$ cat src/rtl/sgdma_pkg.sv
package sgdma_pkg;

  typedef enum logic [2:0] {
    SG_IDLE   = 3'd0,
    SG_FETCH0 = 3'd1,
    SG_FETCH1 = 3'd2,
    SG_XFER   = 3'd3,
    SG_DONE   = 3'd4
  } sg_state_e;

  function automatic logic is_fetch(input sg_state_e s);
    return (s == SG_FETCH0) || (s == SG_FETCH1);
  endfunction

  function automatic logic is_busy(input sg_state_e s);
    return (s == SG_FETCH0) || (s == SG_FETCH1) || (s == SG_XFER);
  endfunction

endpackage

$ cat src/rtl/sgdma_rst_sync.sv
module sgdma_rst_sync (
  input  logic clk,
  input  logic rst_n,
  output logic rst_sync_n
);
  logic [1:0] sync_q;

  always_ff @(posedge clk or negedge rst_n) begin
    if (!rst_n) sync_q <= 2'b00;
    else        sync_q <= {sync_q[0], 1'b1};
  end

  assign rst_sync_n = sync_q[1];
endmodule

$ cat src/rtl/sgdma_ctrl.sv
module sgdma_ctrl
  import sgdma_pkg::*;
(
  input  logic      clk,
  input  logic      rst_n,
  input  logic      restart,
  input  logic      run_ok,
  input  logic      mem_rdy,
  input  logic      last_word,
  input  logic      eot,
  output sg_state_e state,
  output logic      issue,
  output logic      accept
);
  sg_state_e state_q, state_d;

  // a request is offered only while the channel may move; restart withdraws it
  assign issue  = is_busy(state_q) && run_ok && !restart;
  assign accept = issue && mem_rdy;

  always_comb begin
    state_d = state_q;
    if (restart) begin
      state_d = SG_FETCH0;
    end else if (accept) begin
      case (state_q)
        SG_FETCH0: state_d = SG_FETCH1;
        SG_FETCH1: state_d = SG_XFER;
        SG_XFER: begin
          if (last_word) state_d = eot ? SG_DONE : SG_FETCH0;
        end
        default: state_d = state_q;
      endcase
    end
  end

  always_ff @(posedge clk or negedge rst_n) begin
    if (!rst_n) state_q <= SG_IDLE;
    else        state_q <= state_d;
  end

  assign state = state_q;
endmodule

$ cat src/rtl/sgdma_desc.sv
module sgdma_desc
  import sgdma_pkg::*;
#(
  parameter int BUS_W  = 32,
  parameter int WORD_W = 16,
  parameter int CNT_W  = 16
) (
  input  logic             clk,
  input  logic             rst_n,
  input  logic             restart,
  input  logic             ptr_load,
  input  logic [BUS_W-1:0] ptr_in,
  input  sg_state_e        state,
  input  logic             accept,
  input  logic [BUS_W-1:0] rdata,
  input  logic [CNT_W-1:0] cnt_field,
  input  logic             eot_field,
  output logic [BUS_W-1:0] ptr,
  output logic [BUS_W-1:0] cur_addr,
  output logic             eot,
  output logic             last_word
);
  localparam int WORD_BYTES = WORD_W / 8;
  localparam int BUS_BYTES  = BUS_W / 8;
  localparam logic [BUS_W-1:0] PTR_MASK  = ~BUS_W'(BUS_BYTES - 1);
  localparam logic [BUS_W-1:0] ADDR_MASK = ~BUS_W'(WORD_BYTES - 1);
  localparam logic [CNT_W-1:0] CNT_MASK  = ~CNT_W'(WORD_BYTES - 1);
  localparam logic [CNT_W:0]   CNT_STEP  = (CNT_W+1)'(WORD_BYTES);
  localparam logic [CNT_W:0]   CNT_FULL  = (CNT_W+1)'(1) << CNT_W;

  logic [BUS_W-1:0] ptr_q, ptr_d;
  logic [BUS_W-1:0] addr_q, addr_d;
  logic [CNT_W:0]   cnt_q, cnt_d;
  logic             eot_q, eot_d;
  logic [CNT_W-1:0] cnt_even;
  logic             ptr_en, walk_en;

  assign cnt_even = cnt_field & CNT_MASK;
  assign ptr_en   = ptr_load || (accept && is_fetch(state));
  assign walk_en  = restart || accept;

  always_comb begin
    ptr_d = ptr_q;
    if (ptr_load) ptr_d = ptr_in & PTR_MASK;
    else          ptr_d = ptr_q + BUS_W'(BUS_BYTES);
  end

  always_comb begin
    addr_d = addr_q;
    cnt_d  = cnt_q;
    eot_d  = eot_q;
    if (restart) begin
      cnt_d = '0;
      eot_d = 1'b0;
    end else begin
      case (state)
        SG_FETCH0: addr_d = rdata & ADDR_MASK;
        SG_FETCH1: begin
          cnt_d = (cnt_even == '0) ? CNT_FULL : {1'b0, cnt_even};
          eot_d = eot_field;
        end
        SG_XFER: begin
          addr_d = addr_q + BUS_W'(WORD_BYTES);
          cnt_d  = cnt_q - CNT_STEP;
        end
        default: ;
      endcase
    end
  end

  always_ff @(posedge clk or negedge rst_n) begin
    if (!rst_n) begin
      ptr_q <= '0;
    end else if (ptr_en) begin
      ptr_q <= ptr_d;
    end
  end

  always_ff @(posedge clk or negedge rst_n) begin
    if (!rst_n) begin
      addr_q <= '0;
      cnt_q  <= '0;
      eot_q  <= 1'b0;
    end else if (walk_en) begin
      addr_q <= addr_d;
      cnt_q  <= cnt_d;
      eot_q  <= eot_d;
    end
  end

  assign ptr       = ptr_q;
  assign cur_addr  = addr_q;
  assign eot       = eot_q;
  assign last_word = (cnt_q == CNT_STEP);
endmodule

$ cat src/rtl/sgdma_lane.sv
module sgdma_lane #(
  parameter int BUS_W  = 32,
  parameter int WORD_W = 16
) (
  input  logic [((BUS_W/WORD_W) > 1 ? $clog2(BUS_W/WORD_W) : 1)-1:0] sel,
  input  logic [WORD_W-1:0] dev_word,
  input  logic [BUS_W-1:0]  rdata,
  output logic [BUS_W-1:0]  wdata,
  output logic [BUS_W/8-1:0] be,
  output logic [WORD_W-1:0] dev_out
);
  localparam int HALVES     = BUS_W / WORD_W;
  localparam int SEL_W      = (HALVES > 1) ? $clog2(HALVES) : 1;
  localparam int WORD_BYTES = WORD_W / 8;

  for (genvar h = 0; h < HALVES; h++) begin : g_half
    logic hit;
    assign hit = (sel == SEL_W'(h));
    assign wdata[h*WORD_W +: WORD_W]  = hit ? dev_word : '0;
    assign be[h*WORD_BYTES +: WORD_BYTES] = {WORD_BYTES{hit}};
  end

  always_comb begin
    dev_out = '0;
    for (int h = 0; h < HALVES; h++) begin
      if (sel == SEL_W'(h)) dev_out = rdata[h*WORD_W +: WORD_W];
    end
  end
endmodule

$ cat src/rtl/sg_dma_engine.sv
module sg_dma_engine
  import sgdma_pkg::*;
#(
  parameter int BUS_W  = 32,
  parameter int WORD_W = 16,
  parameter int CNT_W  = 16
) (
  input  logic                 clk,
  input  logic                 rst_n,
  input  logic                 go,
  input  logic                 dir_to_mem,
  input  logic                 restart,
  input  logic                 tbl_ptr_load,
  input  logic [BUS_W-1:0]     tbl_ptr_in,
  input  logic                 dreq,
  output logic                 mem_req,
  output logic                 mem_we,
  output logic [BUS_W-1:0]     mem_addr,
  output logic [BUS_W/8-1:0]   mem_be,
  output logic [BUS_W-1:0]     mem_wdata,
  input  logic [BUS_W-1:0]     mem_rdata,
  input  logic                 mem_rdy,
  output logic                 dev_rd,
  output logic                 dev_wr,
  input  logic [WORD_W-1:0]    dev_rdata,
  output logic [WORD_W-1:0]    dev_wdata,
  output logic                 active,
  output logic                 done
);
  localparam int BE_W   = BUS_W / 8;
  localparam int HALVES = BUS_W / WORD_W;
  localparam int SEL_W  = (HALVES > 1) ? $clog2(HALVES) : 1;
  localparam int SEL_LO = $clog2(WORD_W / 8);
  localparam logic [BUS_W-1:0] DW_MASK = ~BUS_W'(BE_W - 1);

  logic             rst_sync_n;
  sg_state_e        state;
  logic             issue, accept;
  logic [BUS_W-1:0] ptr, cur_addr;
  logic             eot, last_word;
  logic             xfer;
  logic [SEL_W-1:0] lane_sel;
  logic [BUS_W-1:0] lane_wdata;
  logic [BE_W-1:0]  lane_be;
  logic [WORD_W-1:0] lane_dev;

  sgdma_rst_sync u_rst (
    .clk        (clk),
    .rst_n      (rst_n),
    .rst_sync_n (rst_sync_n)
  );

  sgdma_ctrl u_ctrl (
    .clk       (clk),
    .rst_n     (rst_sync_n),
    .restart   (restart),
    .run_ok    (go && dreq),
    .mem_rdy   (mem_rdy),
    .last_word (last_word),
    .eot       (eot),
    .state     (state),
    .issue     (issue),
    .accept    (accept)
  );

  sgdma_desc #(
    .BUS_W  (BUS_W),
    .WORD_W (WORD_W),
    .CNT_W  (CNT_W)
  ) u_desc (
    .clk       (clk),
    .rst_n     (rst_sync_n),
    .restart   (restart),
    .ptr_load  (tbl_ptr_load),
    .ptr_in    (tbl_ptr_in),
    .state     (state),
    .accept    (accept),
    .rdata     (mem_rdata),
    .cnt_field (mem_rdata[CNT_W-1:0]),
    .eot_field (mem_rdata[BUS_W-1]),
    .ptr       (ptr),
    .cur_addr  (cur_addr),
    .eot       (eot),
    .last_word (last_word)
  );

  assign lane_sel = cur_addr[SEL_LO +: SEL_W];

  sgdma_lane #(
    .BUS_W  (BUS_W),
    .WORD_W (WORD_W)
  ) u_lane (
    .sel      (lane_sel),
    .dev_word (dev_rdata),
    .rdata    (mem_rdata),
    .wdata    (lane_wdata),
    .be       (lane_be),
    .dev_out  (lane_dev)
  );

  assign xfer      = (state == SG_XFER);
  assign mem_req   = issue;
  assign mem_we    = xfer && dir_to_mem;
  assign mem_addr  = xfer ? (cur_addr & DW_MASK) : ptr;
  assign mem_be    = xfer ? lane_be : '1;
  assign mem_wdata = lane_wdata;
  assign dev_wdata = lane_dev;
  assign dev_rd    = accept && xfer && dir_to_mem;
  assign dev_wr    = accept && xfer && !dir_to_mem;
  assign active    = is_busy(state);
  assign done      = (state == SG_DONE);
endmodule

$ cat config.mk
export PLATFORM = sky130hd
export DESIGN_NAME = sg_dma_engine
export DESIGN_NICKNAME = d
export VERILOG_FILES = /design/src/rtl/sgdma_pkg.sv /design/src/rtl/sgdma_rst_sync.sv /design/src/rtl/sgdma_ctrl.sv /design/src/rtl/sgdma_desc.sv /design/src/rtl/sgdma_lane.sv /design/src/rtl/sg_dma_engine.sv
export SDC_FILE = /design/constraint.sdc
export NUM_CORES = 1
export LEC_CHECK = 0
export BUFFER_PORTS_ARGS = -buffer_cell sky130_fd_sc_hd__buf_4
export CAP_MARGIN = 30
export CORE_UTILIZATION = 35
export DETAILED_ROUTE_END_ITERATION = 6
export PLACE_DENSITY = 0.54
export SETUP_SLACK_MARGIN = 0.3
export SYNTH_ARGS = -nofsm -noshare
export SYNTH_HDL_FRONTEND = slang
export SYNTH_HIERARCHICAL = 1
export SYNTH_SLANG_ARGS = --single-unit
$ cat constraint.sdc
create_clock -name clk -period 2.8 [get_ports clk]
set_input_delay 0 -clock clk [delete_from_list [all_inputs] [get_ports clk]]
set_output_delay 0 -clock clk [all_outputs]
set_load 0.01 [all_outputs]
Yosys cells after proc, flatten, opt, wreduce, memory -nomap -nowiden
Cells that the tools add are included.

word-level totals
  input port bits = 88
  output and inout port bits = 90
  logic and storage cells = 59
  register bits = 87

cells by class
  add/subtract/negate cells = 3
  reduce and logical (&&, ||, !) cells = 25
  bitwise operators = 2
  equality and inequality tests = 6
  muxes and demuxes = 17

operator list
  cell                   count
  $mux 32                2
  $pmux 32 s2            1
  $mux 16                3
  $mux 17                2
  $pmux 17 s2            1
  $add 32x2->32 const B  1
  $add 32x3->32 const B  1
  $eq 17x2->1 const B    1
  $sub 17x2->17 const B  1
  $logic_not 16->1       1
  $mux 3                 4
  $logic_and 1x1->1      9
  $pmux 3 s3             1
  $eq 3x2->1 const B     2
  $reduce_and 3->1       2
  $reduce_bool 2->1      3
  $logic_or 1x1->1       4
  $mux 4                 1
  $reduce_and 2->1       2
  $reduce_bool 4->1      1
  $eq 3x1->1 const B     1
  $eq 3x3->1 const B     1
  $ne 3x3->1 const B     1
  $reduce_bool 3->1      1
  3 further kinds        6

Longest topological paths before layout
Gate-level depths: netlist of the first run.

  depth after elaboration = 8
  depth in mapped cells = 9
  gate-level depth less buffers = 8

Cells and area by module
The synthesis of the first run kept the hierarchy.

by module, submodules not included
  module          cells each  times used  sequential area each (µm²)  area an instance (µm²)
  sgdma_desc      572         1           1951.9                      4755.8
  sg_dma_engine   50          1           0.0                         575.6
  sgdma_lane      58          1           0.0                         457.9
  sgdma_ctrl      17          1           75.1                        176.4
  sgdma_rst_sync  3           1           50.0                        53.8

Least setup slack after synthesis of the first run
OpenSTA, ideal clock, no wires.

  path kind = flip-flop to flip-flop
  start point = register u_ctrl.state_q[2] (netlist: u_ctrl/state[2])
  end point = register u_desc.cnt_q[5]
  path slack = 0.560 ns
  data required time = 2.731 ns
  arrival time = 2.170 ns
  buffers on the path = 1
  cell stages (with the launch flop) = 9
  period minus slack after synthesis = 2.240 ns
  setup time = 0.069 ns
  cells stage by stage = dfrtp_1 -> nand3b_1 -> nor2_1 -> and4bb_2 -> and2_1 -> clkbuf_1 -> nand2_1 -> or4_2 -> nand3_1

on the way
  word-level cells in the longest chain between the ends = 8
  elaborated cells between the ends (all ways) = 13
  classes of those cells = eq/ne: 3; mux: 2; reduce/logical: 8

RTL lines
  element                                          line                 source
  start, declared                                  sgdma_ctrl.sv:15     sg_state_e state_q, state_d;
  start signal, assigned                           sgdma_ctrl.sv:39     else state_q <= state_d;
  $eq 3x1->1 / $eq 3x2->1 (equally long branches)  sgdma_pkg.sv:16      return (s == SG_FETCH0) || (s == SG_FETCH1) || (s == SG_XFER);
  $logic_or 1x1->1                                 sgdma_pkg.sv:16
  $logic_or 1x1->1 *                               sgdma_pkg.sv:16
  $logic_and 1x1->1 * (2 in a row)                 sgdma_ctrl.sv:18     assign issue = is_busy(state_q) && run_ok && !restart;
  $logic_and 1x1->1 *                              sgdma_ctrl.sv:19     assign accept = issue && mem_rdy;
  named net accept                                 sg_dma_engine.sv:38  logic issue, accept;
  $logic_or 1x1->1 *                               sgdma_desc.sv:40     assign walk_en = restart || accept;
  $reduce_and 2->1 (no source line) *              -
  end signal, assigned                             sgdma_desc.sv:86     cnt_q <= cnt_d;
  end, declared                                    sgdma_desc.sv:33     logic [CNT_W:0] cnt_q, cnt_d;

Mark *: on every way through the listed nets, which the timed path passes. The rest lies on a longest branch.
A chain may end at the register's enable or synchronous reset.

Final worst setup path of the first run
  start point = register u_desc.cnt_q[9]
  end point = register u_ctrl.state_q[0] (netlist: u_ctrl/state[0])

on the way
  word-level cells in the longest chain between the ends = 3

RTL lines
  element                            line                 source
  $eq 17x2->1                        sgdma_desc.sv:94     assign last_word = (cnt_q == CNT_STEP);
  named net last_word                sg_dma_engine.sv:40  logic eot, last_word;
  $ne 3x3->1 (no source line)        -
  $reduce_and 3->1 (no source line)  -

The timed path passes the listed nets, and every way through them passes these cells.

==> run summary, run 1 <==
Number of buffers added by the clock tree synthesis step: 9
Slew at the pin with the worst max-slew slack: 0.802 ns
Antenna violations before repair: 0
Outcome: completed
Number of vias in the routed layout: 6348
Min-Delay Endpoint: u_desc/cnt_q[13]
Wire length of the first global-routing pass: 33500 um
Number of cells in the design after placement: 1066
Register-to-register setup slack: 0.39 ns
Detailed-router iteration count before antenna repair: 5
Hold Crit Class: input port to flop
Critical Path Slowest Stage Cell: or3_1
Unrepaired setup endpoints after global routing: false
Power per Cell Area: 511 nW/um^2
Clock insertion delay at the later pin of the skew report: 0.35 ns
Critical Path AT: 2.64 ns
Hold violation total from the final report: 0
Instance area after placement: 7480 um^2
Design area: 8350 um^2
Cell count of the worst reg-to-reg path: 5
Clock Sinks: 83
WL per Instance: 18.9 um
Clock input transition at the sequential cells of the worst setup and hold paths: 0.07 ns
Largest fanout on the critical path: 5
Clock tree from TritonCTS: yes
Max-Cap Viols: 0
Worst-case clock skew: 0.00890 ns
LEAKAGE: 0.00363 uW
Worst reg2reg startpoint: u_desc/cnt_q[9]
Peak supply drop: 294 uV
Series of cell instances along the critical path: or3_1, or3_1, nor4_1, nand3_1, a221o_1
Total I/O pin count: 178
Share of the cycle needed by the critical path after routing: 0.860
Maximum clock frequency: 415 MHz
Final HPWL DP: 15600 um
Ratio of cells with drive above 1 in the final layout: 0.298
Kind of capture point of the worst setup path: flop
Final routed DRC violation total: 0
Weighted congestion reported at the end of routability-driven placement: 0.901
Syn. warnings: 6
Multi-input logic area: 3610 um^2
Root buf cell: clkbuf_16
Slowest Stage Delay on Critical Path: 0.47 ns
Most numerous cell on the critical path: or3_1
Category of the most critical setup path: flop to flop
GR Overflow Total: 0
Final standard cell count with taps included and fillers excluded: 1137
Number of standard-cell rows in the floorplan: 47
Mean Syn Cell Area: 8.60 um^2
H-tree depth: 3
Final setup violating endpoints: 0
Fin worst setup slack: 0.392 ns
Number of nets still failing antenna checks after routing: 0
Number of standard cells after synthesis: 699
Max-Slew Margin vs Limit: 0.465
Final worst hold slack: 0.0275 ns
Avg Vias per Cell: 5.58
Number of port buffers: 173
Total Routing Usage GR: 0.245
Iteration-0 DRC count of the detailed router: 501
Worst hold start: mem_rdata[13]
Cell depth of the worst hold path: 3
Maximum number of pins on one net before global-route repair: 54
Post-synthesis cell area: 6010 um^2
Setup Slack @ Placement: 0.445 ns
Startpoint Class: flop
Die width: 133 um
Terminus of the critical flop-to-flop path: u_ctrl/state[0]
Total Die Area: 17700 um^2
Fill cell total of the finished layout: 1622
Final critical-path required period: 2.41 ns
Number of slew-limit violations in the final report: 0
Clock buffer depth: 2
Sum Neg Setup Slack: 0 ns
Synth-to-Final Area Change: 39.0%
Total inserted antenna cells: 0
Die boundary height: 133 um
Core region area: 16700 um^2
NumNets Final: 1003
Required time reported for the critical path endpoint: 3.03 ns
Total Wirelength: 21500 um
Initial Util: 0.360
Vias in the first global route: 6118
Seq. cell area: 2080 um^2
power by group:
| part | switching [uW] | total [uW] | internal [uW] |
|---|---|---|---|
| clock network | 513 | 1340 | 830 |
| registers | 264 | 1630 | 1370 |
| logic | 608 | 1290 | 684 |
worst max-delay path: cells and delay by family, from the launching register on:
family | cells | cell delay (ns)
and+or+nand+nor | 4 | 1.55
DFF | 1 | 0.41
AOI/OAI and AO/OA | 1 | 0.33
area by class of cell:
class | count | share of cell area
Multi-Input combinational cell | 557 | 0.433
Sequential cell | 83 | 0.249
Timing Repair Buffer | 249 | 0.241
Tap cell | 220 | 0.0329
Clock buffer | 12 | 0.0307
Clock inverter | 4 | 0.00869
Inverter | 12 | 0.00539
placed cells by master, fill, tap and decap left out, types with 25 or more instances in the layout:
cell type / count
mux2_2: 28
a21oi_1: 42
dlygate4sd3_1: 52
dfrtp_1: 82
buf_4: 196
o21ai_0: 58
nor2_1: 42
xnor2_1: 26
and2_1: 27
nand3_1: 25
nand2_1: 73
routing by layer:
metal,GRT usage,up-vias,part of all wire
li1,-,2987,-
met1,0.310,3028,0.42
met2,0.422,306,0.49
met3,0.0349,27,0.074
met4,0.0894,0,0.021
met5,0,-,0
sequential cells by signal (all words and copies together), names as in the netlist:
register	cells
u_ctrl/state	3
u_desc/eot	1
u_rst/sync_q	2
u_desc/cur_addr	31
u_desc/cnt_q	16
u_desc/ptr	30
worst max path at each step:
stage	start	endpoint	slack [ns]
5_1_grt	restart	u_desc/cur_addr[18]	0.30
3_5_place_dp	u_desc/cnt_q[9]	u_ctrl/state[0]	0.45
3_3_place_gp	u_desc/cnt_q[9]	u_ctrl/state[0]	0.49
2_1_floorplan	u_rst/sync_q[1]	u_ctrl/state[0]	0.32
6_report	u_desc/cnt_q[9]	u_ctrl/state[0]	0.39
4_1_cts	restart	u_desc/ptr[18]	0.42
repair_timing:
item	4_1_cts	5_1_grt
hold endpoints to repair	52	0
hold buffers	52	0
resized for setup	0	0
setup buffers	0	3
setup endpoints to repair	0	4
stage by stage:
stage / total power [uW] / utilization
2_1_floorplan: 2340 / -
3_3_place_gp: 2860 / 0.448
3_5_place_dp: 2880 / 0.448
4_1_cts: 4290 / 0.499
5_1_grt: 4480 / 0.500
6_report: 4270 / 0.500
Note: power is estimated with default switching activity, not from simulation.
==> run 2: changes to the inputs <==
CORE_MARGIN = 2   (was not set)
==> run summary, run 2 (synthesis results as in run 1) <==
Outcome: completed
Worst-case clock skew: 0.00463 ns (-0.00427 ns)
Top library cells by usage in the layout, fill and taps aside: 199 x buf_4, 82 x dfrtp_1, 73 x nand2_1
Number of port buffers: 173 (unchanged)
Sum Neg Setup Slack: 0 ns (unchanged)
Unrepaired setup endpoints after global routing: false
Avg Vias per Cell: 5.59 (+0.10%)
Maximum number of pins on one net before global-route repair: 54 (unchanged)
Setup Slack @ Placement: 0.421 ns (-0.0243 ns)
Max-Slew Margin vs Limit: 0.491 (+0.0256)
Total buffers and inverters traversed by the critical path: 3 (+3)
Final HPWL DP: 15800 um (+0.99%)
Clock tree from TritonCTS: yes
Clock buffer depth: 2 (unchanged)
Required time reported for the critical path endpoint: 3.07 ns (+0.04 ns)
Final standard cell count with taps included and fillers excluded: 1138 (+0.088%)
Number of vias in the routed layout: 6360 (+0.19%)
Die boundary height: 135 um (+1.5%)
Worst reg2reg startpoint: u_desc/cnt_q[9]
Worst hold start: mem_rdata[18]
Max-Cap Viols: 0 (unchanged)
NumNets Final: 1004 (+0.10%)
Final routed DRC violation total: 0 (unchanged)
Slowest Stage Delay on Critical Path: 0.55 ns (+0.08 ns)
Iteration-0 DRC count of the detailed router: 569 (+14%)
Power after layout: 4380 uW (+2.6%)
Critical Path Slowest Stage Cell: dlygate4sd3_1
Critical Path AT: 2.62 ns (-0.02 ns)
Root buf cell: clkbuf_16
Family with the most delay on the worst path: simple AND/OR/NAND/NOR gates
Clock input transition at the sequential cells of the worst setup and hold paths: 0.06 ns (about the same)
Clock insertion delay at the later pin of the skew report: 0.34 ns (about the same)
Total Die Area: 18200 um^2 (+3.0%)
Worst setup path start: restart
Category of the most critical setup path: input port to flop
Detailed-router iteration count before antenna repair: 5 (unchanged)
Die width: 135 um (+1.5%)
Most numerous cell on the critical path: buf_4
Hold violation total from the final report: 0 (unchanged)
Leading cell type in the layout, fill and taps excluded: buf_4
Total Wirelength: 21500 um (about the same)
GR Overflow Total: 0 (unchanged)
Final critical-path required period: 2.34 ns (-0.0641 ns)
Hold Crit Class: input port to flop
Largest fanout on the critical path: 17 (+12)
Clock Sinks: 83 (unchanged)
Total I/O pin count: 178 (unchanged)
Fill cell total of the finished layout: 1631 (+0.55%)
Share of the cycle needed by the critical path after routing: 0.837 (-0.0229)
Final setup violating endpoints: 0 (unchanged)
Design area: 8400 um^2 (+0.60%)
Number of cells in the design after placement: 1069 (+0.28%)
Kind of capture point of the worst setup path: flop
Total inserted antenna cells: 0 (unchanged)
Number of slew-limit violations in the final report: 0 (unchanged)
Initial Util: 0.360 (unchanged)
Multi-input logic area: 3630 um^2 (+0.42%)
Maximum clock frequency: 427 MHz (+2.7%)
Vias in the first global route: 6364 (+4.0%)
Peak supply drop: 241 uV (-18%)
Fin worst setup slack: 0.456 ns (+0.0641 ns)
H-tree depth: 3 (unchanged)
Core region area: 16700 um^2 (unchanged)
Startpoint Class: input port
Flip-flop count of the largest register, all copies and words added: 31 (unchanged)
LEAKAGE: 0.00366 uW (+0.80%)
WL per Instance: 18.9 um (about the same)
Instance area after placement: 7500 um^2 (+0.30%)
Seq. cell area: 2080 um^2 (unchanged)
Number of nets still failing antenna checks after routing: 0 (unchanged)
Ratio of cells with drive above 1 in the final layout: 0.304 (+0.00621)
Synth-to-Final Area Change: 39.8%
Antenna violations before repair: 0 (unchanged)
Total Routing Usage GR: 0.234 (-0.0111)
Slew at the pin with the worst max-slew slack: 0.764 ns (-0.0384 ns)
Number of buffers added by the clock tree synthesis step: 9 (unchanged)
Number of standard-cell rows in the floorplan: 47 (unchanged)
Series of cell instances along the critical path: dlygate4sd3_1, buf_4, o21bai_1, nor2_1, buf_4, and4bb_4, and2_1, nand2_1, or4_2, nand3_1
Weighted congestion reported at the end of routability-driven placement: 0.891 (-1.0%)
Wire length of the first global-routing pass: 33400 um (-0.37%)
Power per Cell Area: 521 nW/um^2 (+1.9%)
## run 2: repair_timing
item | 4_1_cts | 5_1_grt
hold buffers | 50 | 0
hold endpoints to repair | 50 | 0
setup endpoints to repair | 0 | 16
setup buffers | 0 | 3
gates resized for setup | 0 | 3
## run 2: per-layer routing
| metal | up-vias | GRT usage | routed length, um |
|---|---|---|---|
| li1 | 2984 | - | - |
| met1 | 3065 | 0.294 | 8880 |
| met2 | 278 | 0.408 | 10500 |
| met3 | 33 | 0.0330 | 1580 |
| met4 | 0 | 0.0851 | 522 |
| met5 | - | 0 | 0 |
## run 2: worst reg2reg max path, stage by stage (launching register included)
cell	delay, ns
dfrtp_1	0.41
or3_1	0.41
or3_1	0.47
nor4_2	0.38
nand3_1	0.20
a221o_1	0.32
## run 2: area by class of cell
| class | count | area share |
|---|---|---|
| inverters | 12 | 0.00536 |
| repair buffers | 250 | 0.240 |
| well taps | 220 | 0.0328 |
| clock inverters | 4 | 0.0113 |
| multi-input cells | 557 | 0.432 |
| flip-flops and latches | 83 | 0.247 |
| clock buffers | 12 | 0.0317 |
## run 2: final timing paths
check / end / slack, ns / cells after the start
worst min-delay path: u_desc/cur_addr[18] / 0.03 / 3
max in group asynchronous: u_desc/ptr[19] / 1.79 / 1
worst min register to register: u_ctrl/state[2] / 0.28 / 0
worst max register to register: u_ctrl/state[0] / 0.50 / 5
min in group asynchronous: u_ctrl/state[2] / 0.28 / 0
worst max-delay path: u_desc/cnt_q[5] / 0.46 / 10
## run 2: power by group
group | total, uW | switching [uW] | internal (uW)
clock network | 1450 | 502 | 944
logic | 1300 | 611 | 685
registers | 1640 | 266 | 1370
## run 2: metrics by stage
step                hold WS (ns)   util
floorplan                 -0.296      -
global placement          -0.217  0.449
detailed placement        -0.217  0.449
CTS                       0.0104  0.501
global route              0.0267  0.503
finish                    0.0269  0.503
